### src/rtl/wpost_pkg.sv
// Shared types for the host write posting controller.
package wpost_pkg;
    // Cycle states of the termination sequencer.
    typedef enum logic [2:0] {
        ST_IDLE,   // waiting for an address strobe
        ST_NA,     // clock after strobe: early next-address
        ST_MEM,    // memory write: post when FIFO has room
        ST_LOC,    // local register access: ack without forwarding
        ST_IO,     // I/O write: wait for drain, then request downstream
        ST_IOEND   // I/O completion seen: ack host
    } wp_state_e;
endpackage

### src/rtl/wpost_decode.sv
// Local window decode.
// Flags an I/O access whose upper address bits match the bridge's own
// register window. Assumes the window is aligned to 2**WIN_W bytes.
module wpost_decode #(
    parameter int          AW       = 32,
    parameter int          WIN_W    = 4,
    parameter logic [31:0] LOC_BASE = 32'h0000_0CF0
) (
    input  logic [AW-1:WIN_W] addr_hi,
    input  logic              is_io,
    output logic              local_hit
);
    localparam logic [AW-1:0] BASE_EXT = AW'(LOC_BASE);

    // Compare the upper address bits against the window base.
    always_comb begin
        local_hit = is_io && (addr_hi == BASE_EXT[AW-1:WIN_W]);
    end
endmodule

### src/rtl/wpost_fifo.sv
// Posted write FIFO.
// Holds {address, low data word} entries in push order. A push while full
// and a pop while empty are both ignored. The head is shown combinationally
// from storage.
module wpost_fifo #(
    parameter int AW    = 32,
    parameter int DW    = 32,
    parameter int DEPTH = 4
) (
    input  logic          clk,
    input  logic          rst_n,
    input  logic          push,
    input  logic [AW-1:0] push_addr,
    input  logic [DW-1:0] push_data,
    input  logic          pop,
    output logic          valid,
    output logic [AW-1:0] head_addr,
    output logic [DW-1:0] head_data,
    output logic          full,
    output logic          empty
);
    localparam int PW = (DEPTH > 1) ? $clog2(DEPTH) : 1;
    localparam int CW = $clog2(DEPTH + 1);
    localparam logic [PW-1:0] LAST = PW'(DEPTH - 1);

    logic [AW-1:0] mem_a [DEPTH];
    logic [DW-1:0] mem_d [DEPTH];
    logic [PW-1:0] wr_ptr, rd_ptr;
    logic [CW-1:0] count;
    logic          push_ok, pop_ok;

    // Qualify requests against occupancy.
    always_comb begin
        full    = (count == CW'(DEPTH));
        empty   = (count == '0);
        valid   = !empty;
        push_ok = push && !full;
        pop_ok  = pop && !empty;
        head_addr = mem_a[rd_ptr];
        head_data = mem_d[rd_ptr];
    end

    // Advance pointers and occupancy count.
    always_ff @(posedge clk) begin
        if (!rst_n) begin
            wr_ptr <= '0;
            rd_ptr <= '0;
            count  <= '0;
        end else begin
            if (push_ok) wr_ptr <= (wr_ptr == LAST) ? '0 : wr_ptr + 1'b1;
            if (pop_ok)  rd_ptr <= (rd_ptr == LAST) ? '0 : rd_ptr + 1'b1;
            count <= count + CW'(push_ok) - CW'(pop_ok);
        end
    end

    // Write entry storage.
    always_ff @(posedge clk) begin
        if (push_ok) begin
            mem_a[wr_ptr] <= push_addr;
            mem_d[wr_ptr] <= push_data;
        end
    end


    no_overflow_chk: assert property (@(posedge clk) disable iff (!rst_n)
        push |-> !full);


    count_bound_chk: assert property (@(posedge clk) disable iff (!rst_n)
        count <= CW'(DEPTH));
endmodule

### src/rtl/wpost_fsm.sv
// Cycle termination sequencer.
// Accepts a host write strobe when idle, asks for the next address one clock
// later, then posts a memory write, acks a local access, or runs a
// non-posted I/O write after the FIFO drains. Assumes the host raises the
// strobe for one clock per cycle.
module wpost_fsm
    import wpost_pkg::*;
#(
    parameter int AW = 32
) (
    input  logic          clk,
    input  logic          rst_n,
    input  logic          hst_strobe,
    input  logic          hst_write,
    input  logic          hst_io,
    input  logic [AW-1:0] hst_addr,
    input  logic [31:0]   hst_data_lo,
    input  logic          local_hit,
    input  logic          fifo_full,
    input  logic          fifo_empty,
    input  logic          io_done,
    output logic          nxt,
    output logic          rdy,
    output logic          push,
    output logic          io_req,
    output logic          cap_io,
    output logic [AW-1:0] cap_addr,
    output logic [31:0]   cap_data
);
    wp_state_e state, state_nx;
    logic      accept;

    // Decode Moore outputs and next state.
    always_comb begin
        accept   = (state == ST_IDLE) && hst_strobe && hst_write;
        nxt      = (state == ST_NA);
        push     = (state == ST_MEM) && !fifo_full;
        io_req   = (state == ST_IO) && fifo_empty;
        rdy      = push || (state == ST_LOC) || (state == ST_IOEND);
        state_nx = state;
        unique case (state)
            ST_IDLE:  if (accept) state_nx = ST_NA;
            ST_NA:    state_nx = !cap_io ? ST_MEM : (local_hit ? ST_LOC : ST_IO);
            ST_MEM:   if (push) state_nx = ST_IDLE;
            ST_LOC:   state_nx = ST_IDLE;
            ST_IO:    if (io_req && io_done) state_nx = ST_IOEND;
            ST_IOEND: state_nx = ST_IDLE;
            default:  state_nx = ST_IDLE;
        endcase
    end

    // State register.
    always_ff @(posedge clk) begin
        if (!rst_n) state <= ST_IDLE;
        else        state <= state_nx;
    end

    // Capture cycle attributes at strobe acceptance.
    always_ff @(posedge clk) begin
        if (!rst_n) begin
            cap_io   <= 1'b0;
            cap_addr <= '0;
            cap_data <= '0;
        end else if (accept) begin
            cap_io   <= hst_io;
            cap_addr <= hst_addr;
            cap_data <= hst_data_lo;
        end
    end


    nxt_follow_chk: assert property (@(posedge clk) disable iff (!rst_n)
        (state == ST_IDLE && hst_strobe && hst_write) |=> nxt);


    nxt_single_chk: assert property (@(posedge clk) disable iff (!rst_n)
        nxt |=> !nxt);


    mem_one_wait_chk: assert property (@(posedge clk) disable iff (!rst_n)
        (nxt && !cap_io) |=> (rdy == !fifo_full));


    io_order_chk: assert property (@(posedge clk) disable iff (!rst_n)
        io_req |-> fifo_empty);


    io_ack_chk: assert property (@(posedge clk) disable iff (!rst_n)
        (io_req && io_done) |=> (rdy && !io_req));
endmodule

### src/rtl/host_wpost_ctrl.sv
// Host write posting cycle controller (top).
// Connects the termination sequencer, the local window decode and the
// posted write FIFO. The downstream engine pops posted writes and answers
// non-posted I/O writes with io_done.
module host_wpost_ctrl #(
    parameter int          AW       = 32,
    parameter int          DEPTH    = 4,
    parameter int          WIN_W    = 4,
    parameter logic [31:0] LOC_BASE = 32'h0000_0CF0
) (
    input  logic          clk,
    input  logic          rst_n,
    input  logic          hst_strobe,
    input  logic          hst_write,
    input  logic          hst_io,
    input  logic [AW-1:0] hst_addr,
    input  logic [31:0]   hst_data_lo,
    output logic          hst_nxt,
    output logic          hst_rdy,
    output logic          pw_valid,
    output logic [AW-1:0] pw_addr,
    output logic [31:0]   pw_data,
    input  logic          pw_pop,
    output logic          io_req,
    output logic [AW-1:0] io_addr,
    output logic [31:0]   io_data,
    input  logic          io_done
);
    logic          local_hit, fifo_full, fifo_empty, push, cap_io;
    logic [AW-1:0] cap_addr;
    logic [31:0]   cap_data;

    wpost_fsm #(.AW(AW)) u_fsm (
        .clk(clk), .rst_n(rst_n),
        .hst_strobe(hst_strobe), .hst_write(hst_write), .hst_io(hst_io),
        .hst_addr(hst_addr), .hst_data_lo(hst_data_lo),
        .local_hit(local_hit), .fifo_full(fifo_full), .fifo_empty(fifo_empty),
        .io_done(io_done),
        .nxt(hst_nxt), .rdy(hst_rdy), .push(push), .io_req(io_req),
        .cap_io(cap_io), .cap_addr(cap_addr), .cap_data(cap_data)
    );

    wpost_decode #(.AW(AW), .WIN_W(WIN_W), .LOC_BASE(LOC_BASE)) u_dec (
        .addr_hi(cap_addr[AW-1:WIN_W]), .is_io(cap_io), .local_hit(local_hit)
    );

    wpost_fifo #(.AW(AW), .DW(32), .DEPTH(DEPTH)) u_fifo (
        .clk(clk), .rst_n(rst_n),
        .push(push), .push_addr(cap_addr), .push_data(cap_data),
        .pop(pw_pop),
        .valid(pw_valid), .head_addr(pw_addr), .head_data(pw_data),
        .full(fifo_full), .empty(fifo_empty)
    );

    // Present the captured I/O write downstream.
    always_comb begin
        io_addr = cap_addr;
        io_data = cap_data;
    end


    io_not_posted_chk: assert property (@(posedge clk) disable iff (!rst_n)
        (push |-> !cap_io) and (io_req |-> !push));


    local_quiet_chk: assert property (@(posedge clk) disable iff (!rst_n)
        (hst_nxt && local_hit) |=> (hst_rdy && !push && !io_req));
endmodule

### config.mk
export PLATFORM = sky130hd
export DESIGN_NAME = host_wpost_ctrl
export DESIGN_NICKNAME = d
export VERILOG_FILES = /design/src/rtl/wpost_pkg.sv /design/src/rtl/wpost_decode.sv /design/src/rtl/wpost_fifo.sv /design/src/rtl/wpost_fsm.sv /design/src/rtl/host_wpost_ctrl.sv
export SDC_FILE = /design/constraint.sdc
export NUM_CORES = 1
export LEC_CHECK = 0
export ABC_AREA = 1
export CELL_PAD_IN_SITES_DETAIL_PLACEMENT = 0
export CELL_PAD_IN_SITES_GLOBAL_PLACEMENT = 1
export CORE_ASPECT_RATIO = 0.6
export CORE_MARGIN = 5
export CORE_UTILIZATION = 42
export DETAILED_ROUTE_END_ITERATION = 7
export PLACE_DENSITY = 0.88
export SETUP_SLACK_MARGIN = 0.2
export SYNTH_ARGS = -nofsm -noshare
export SYNTH_HDL_FRONTEND = slang
export SYNTH_SLANG_ARGS = --single-unit
### constraint.sdc
create_clock -name clk -period 7.4 [get_ports clk]
set_input_delay 1.48 -clock clk [delete_from_list [all_inputs] [get_ports clk]]
set_output_delay 1.48 -clock clk [all_outputs]
set_load 0.05 [all_outputs]
==> flow_summary.json <==
{
  "syn-instance-count": 1015,
  "r2r_cells": 4,
  "synth_flop_cell": "edfxtp_1",
  "status": "completed",
  "cts_buffers": 30,
  "worst_setup_path_start_kind": "flop",
  "clock_skew_ns": 0.0204,
  "core-area_mm2": 0.0290,
  "ys_warn_count": 0,
  "final_nets": 1276,
  "synth-edff-count": 256,
  "placed_cell_area_mm2": 0.0148,
  "dieArea_mm2": 0.0333,
  "globalplace.congestion": 0.739,
  "wire_per_inst_um": 18.6,
  "ys_ff_latch": 333,
  "drt-pass1-iter-count": 5,
  "p_sw_mw": 2.23,
  "clkTransAtPathRegs_ns": 0.06,
  "drc_errors": 0,
  "rr_endpoint": "u_fifo.mem_d[0][14]",
  "ys_seq_area_share_pct": 74.0,
  "synthTopCellsByArea": "edfxtp_1, dfxtp_1, o21ai_0",
  "cts.sinks": 333,
  "cts_tree": "built",
  "synth_common_cells": "edfxtp_1, o21ai_0, nor2_1",
  "grt_overflow_total": 0,
  "holdPathStages": 2,
  "hp-class": "flop to flop",
  "finalSetupViolCount": 0,
  "num_rows": 48,
  "avgSynthCellArea_um2": 12.3,
  "p_int_mw": 3.62,
  "n_antenna_cell": 0,
  "post_cts_buffers": 0,
  "clock_power_share_pct": 25.6,
  "crit_path_end_kind": "output port",
  "syn-num-nets": 1094,
  "holdWs_ns": 0.499,
  "synthArstFlopShare_pct": 0,
  "critical_path_arrival_ns": 3.59,
  "pwr-share-comb_pct": 35.3,
  "drv_slew": 0,
  "pin_count": 203,
  "fill_cells": 2408,
  "insertion_delay_ns": 0.56,
  "maxCapViolations": 0,
  "grt_pass1_vias": 7894,
  "synth.cell_area_mm2": 0.0125,
  "cp_data_required_time_ns": 5.92,
  "post-route-util_pct": 54.3,
  "power_density_mw_per_mm2": 372,
  "hold_violations": 0,
  "min_period_ns": 5.07,
  "setup_tns_ns": 0,
  "drt-initial-drc-count": 613,
  "fmax_mhz": 197,
  "synth_area_leader_cell": "edfxtp_1",
  "ff2ff_setup_slack_ns": 4.89,
  "place.detailed.hpwl_um": 17900,
  "swShare_pct": 38.1,
  "grt_usage_pct": 17.4,
  "synth_top_area_share_pct": 61.7,
  "path_class": "flop to output port",
  "relSlewSlack_pct": 30.2,
  "dr_total_vias": 8315,
  "r2r-start": "u_fsm.state[2]",
  "worst_pin_slew_ns": 1.05,
  "multi_input_area_mm2": 0.00266,
  "period_share_pct": 68.6,
  "syn_to_final_growth_pct": 26.4,
  "die_h_um": 143,
  "htreeDepth": 1,
  "cts.repair.resized": 0,
  "grt_first_pass_wirelength_um": 45600,
  "design_area_mm2": 0.0158,
  "cts_hold_buf": 0,
  "antenna_found_initial": 0,
  "critPathMaxFanout": 65,
  "cts.path.max_buffers": 3,
  "regArea_mm2": 0.00923,
  "hold_end": "u_fsm.cap_io",
  "power_frac_seq_pct": 39.2,
  "grt_max_degree": 85,
  "min_from": "u_fsm.cap_io",
  "ant_nets": 0,
  "chipWidth_um": 232,
  "viasPerCell": 5.13,
  "ir_drop_v": 0.000345,
  "portBuffers": 202,
  "wl_um": 30100,
  "drive_gt1_share_pct": 5.49,
  "cts_root_buf": "clkbuf_16",
  "synthDistinctLibCells": 27,
  "start_util_pct": 43.0,
  "yosysMostFrequentCell": "edfxtp_1",
  "rsz0062_at_grt": "no",
  "leakage_nw": 5.37
}
[layout make-up]
type | instances | share of cell area, %
Sequential cell | 333 | 58.6
Multi-Input combinational cell | 531 | 16.9
Timing Repair Buffer | 212 | 13.3
Clock buffer | 44 | 5.30
Tap cell | 400 | 3.18
Inverter | 89 | 2.14
Clock inverter | 11 | 0.675
[sequential cells by signal, summed over array words and instances (netlist names), named ones only]
| name | cells |
|---|---|
| u_fsm.state | 3 |
| u_fifo.wr_ptr | 2 |
| u_fsm.cap_data | 32 |
| u_fifo.rd_ptr | 2 |
| u_fifo.count | 3 |
| u_fsm.cap_addr | 32 |
| u_fsm.cap_io | 1 |
| u_fifo.mem_a | 128 |
| u_fifo.mem_d | 128 |
[layer usage]
layer / routed length (um) / vias up / share of wire, % / track usage (%)
met1: 14000 / 4027 / 46 / 25.5
met3: 2110 / 40 / 7.0 / 4.25
met2: 13600 / 265 / 45 / 27.4
met4: 410 / 0 / 1.4 / 2.67
met5: 0 / - / 0 / 0
li1: - / 3983 / - / -
[stage by stage]
stage          cells  worst slack [ns]  total power [mW]
6_report        1620              2.33              5.86
5_1_grt         1620              1.97              6.12
4_1_cts         1620              2.26              5.91
3_5_place_dp    1565              2.89              4.41
3_3_place_gp    1565              2.89              4.39
2_1_floorplan   1015              3.44              3.68
[logic make-up (layout without fill, tap and decap cells)]
logic type                 after synthesis  in the layout  share of synthesized area [%]
AOI/OAI and AO/OA                      336            336                           14.2
DFF                                    333            333                           74.0
and+or+nand+nor                        186            186                           5.85
buffers and inverters                  151            356                           4.98
adders and majority gates                8              8                          0.863
xor gates and xnor gates                 1              1                         0.0703
[placed cells by master, fill, tap and decap left out, drive strengths merged, types with 2 or more instances in the layout]
master           n
nor2           150
inv             89
nand2           25
nor3             2
clkbuf          44
bufinv           2
edfxtp         256
clkinv           8
dfxtp           77
ha               7
a21oi           70
nand3            7
clkdlybuf4s50  201
buf             11
o22ai           64
o21ai          200
[worst max path at each step]
stage | from | to | slack (ns) | cells after the start
after global routing | flop | pw_addr[18] | 1.97 | 5
after detailed placement | flop | pw_addr[17] | 2.89 | 5
after CTS | flop | pw_addr[18] | 2.26 | 5
after floorplan | u_fsm.state[1] | u_fifo.mem_a[0][0] | 3.44 | 4
final | flop | pw_data[30] | 2.33 | 6
after global placement | flop | pw_addr[17] | 2.89 | 5
[worst max-delay path, cell delays in order (launching register included)]
cell             delay (ns)
dfxtp_2                0.31
buf_4                  0.32
inv_2                  0.56
buf_4                  0.48
o21ai_0                0.17
o22ai_1                0.25
clkdlybuf4s50_1        0.86
[power by group through the flow]
stage / Combinational (mW) / Sequential (mW) / Clock [mW]
2_1_floorplan: 1.25 / 2.43 / 0
3_3_place_gp: 2.06 / 2.33 / 0
3_5_place_dp: 2.08 / 2.33 / 0
4_1_cts: 2.08 / 2.29 / 1.53
5_1_grt: 2.20 / 2.31 / 1.61
6_report: 2.07 / 2.29 / 1.50
(Power assumes the default switching activity.)
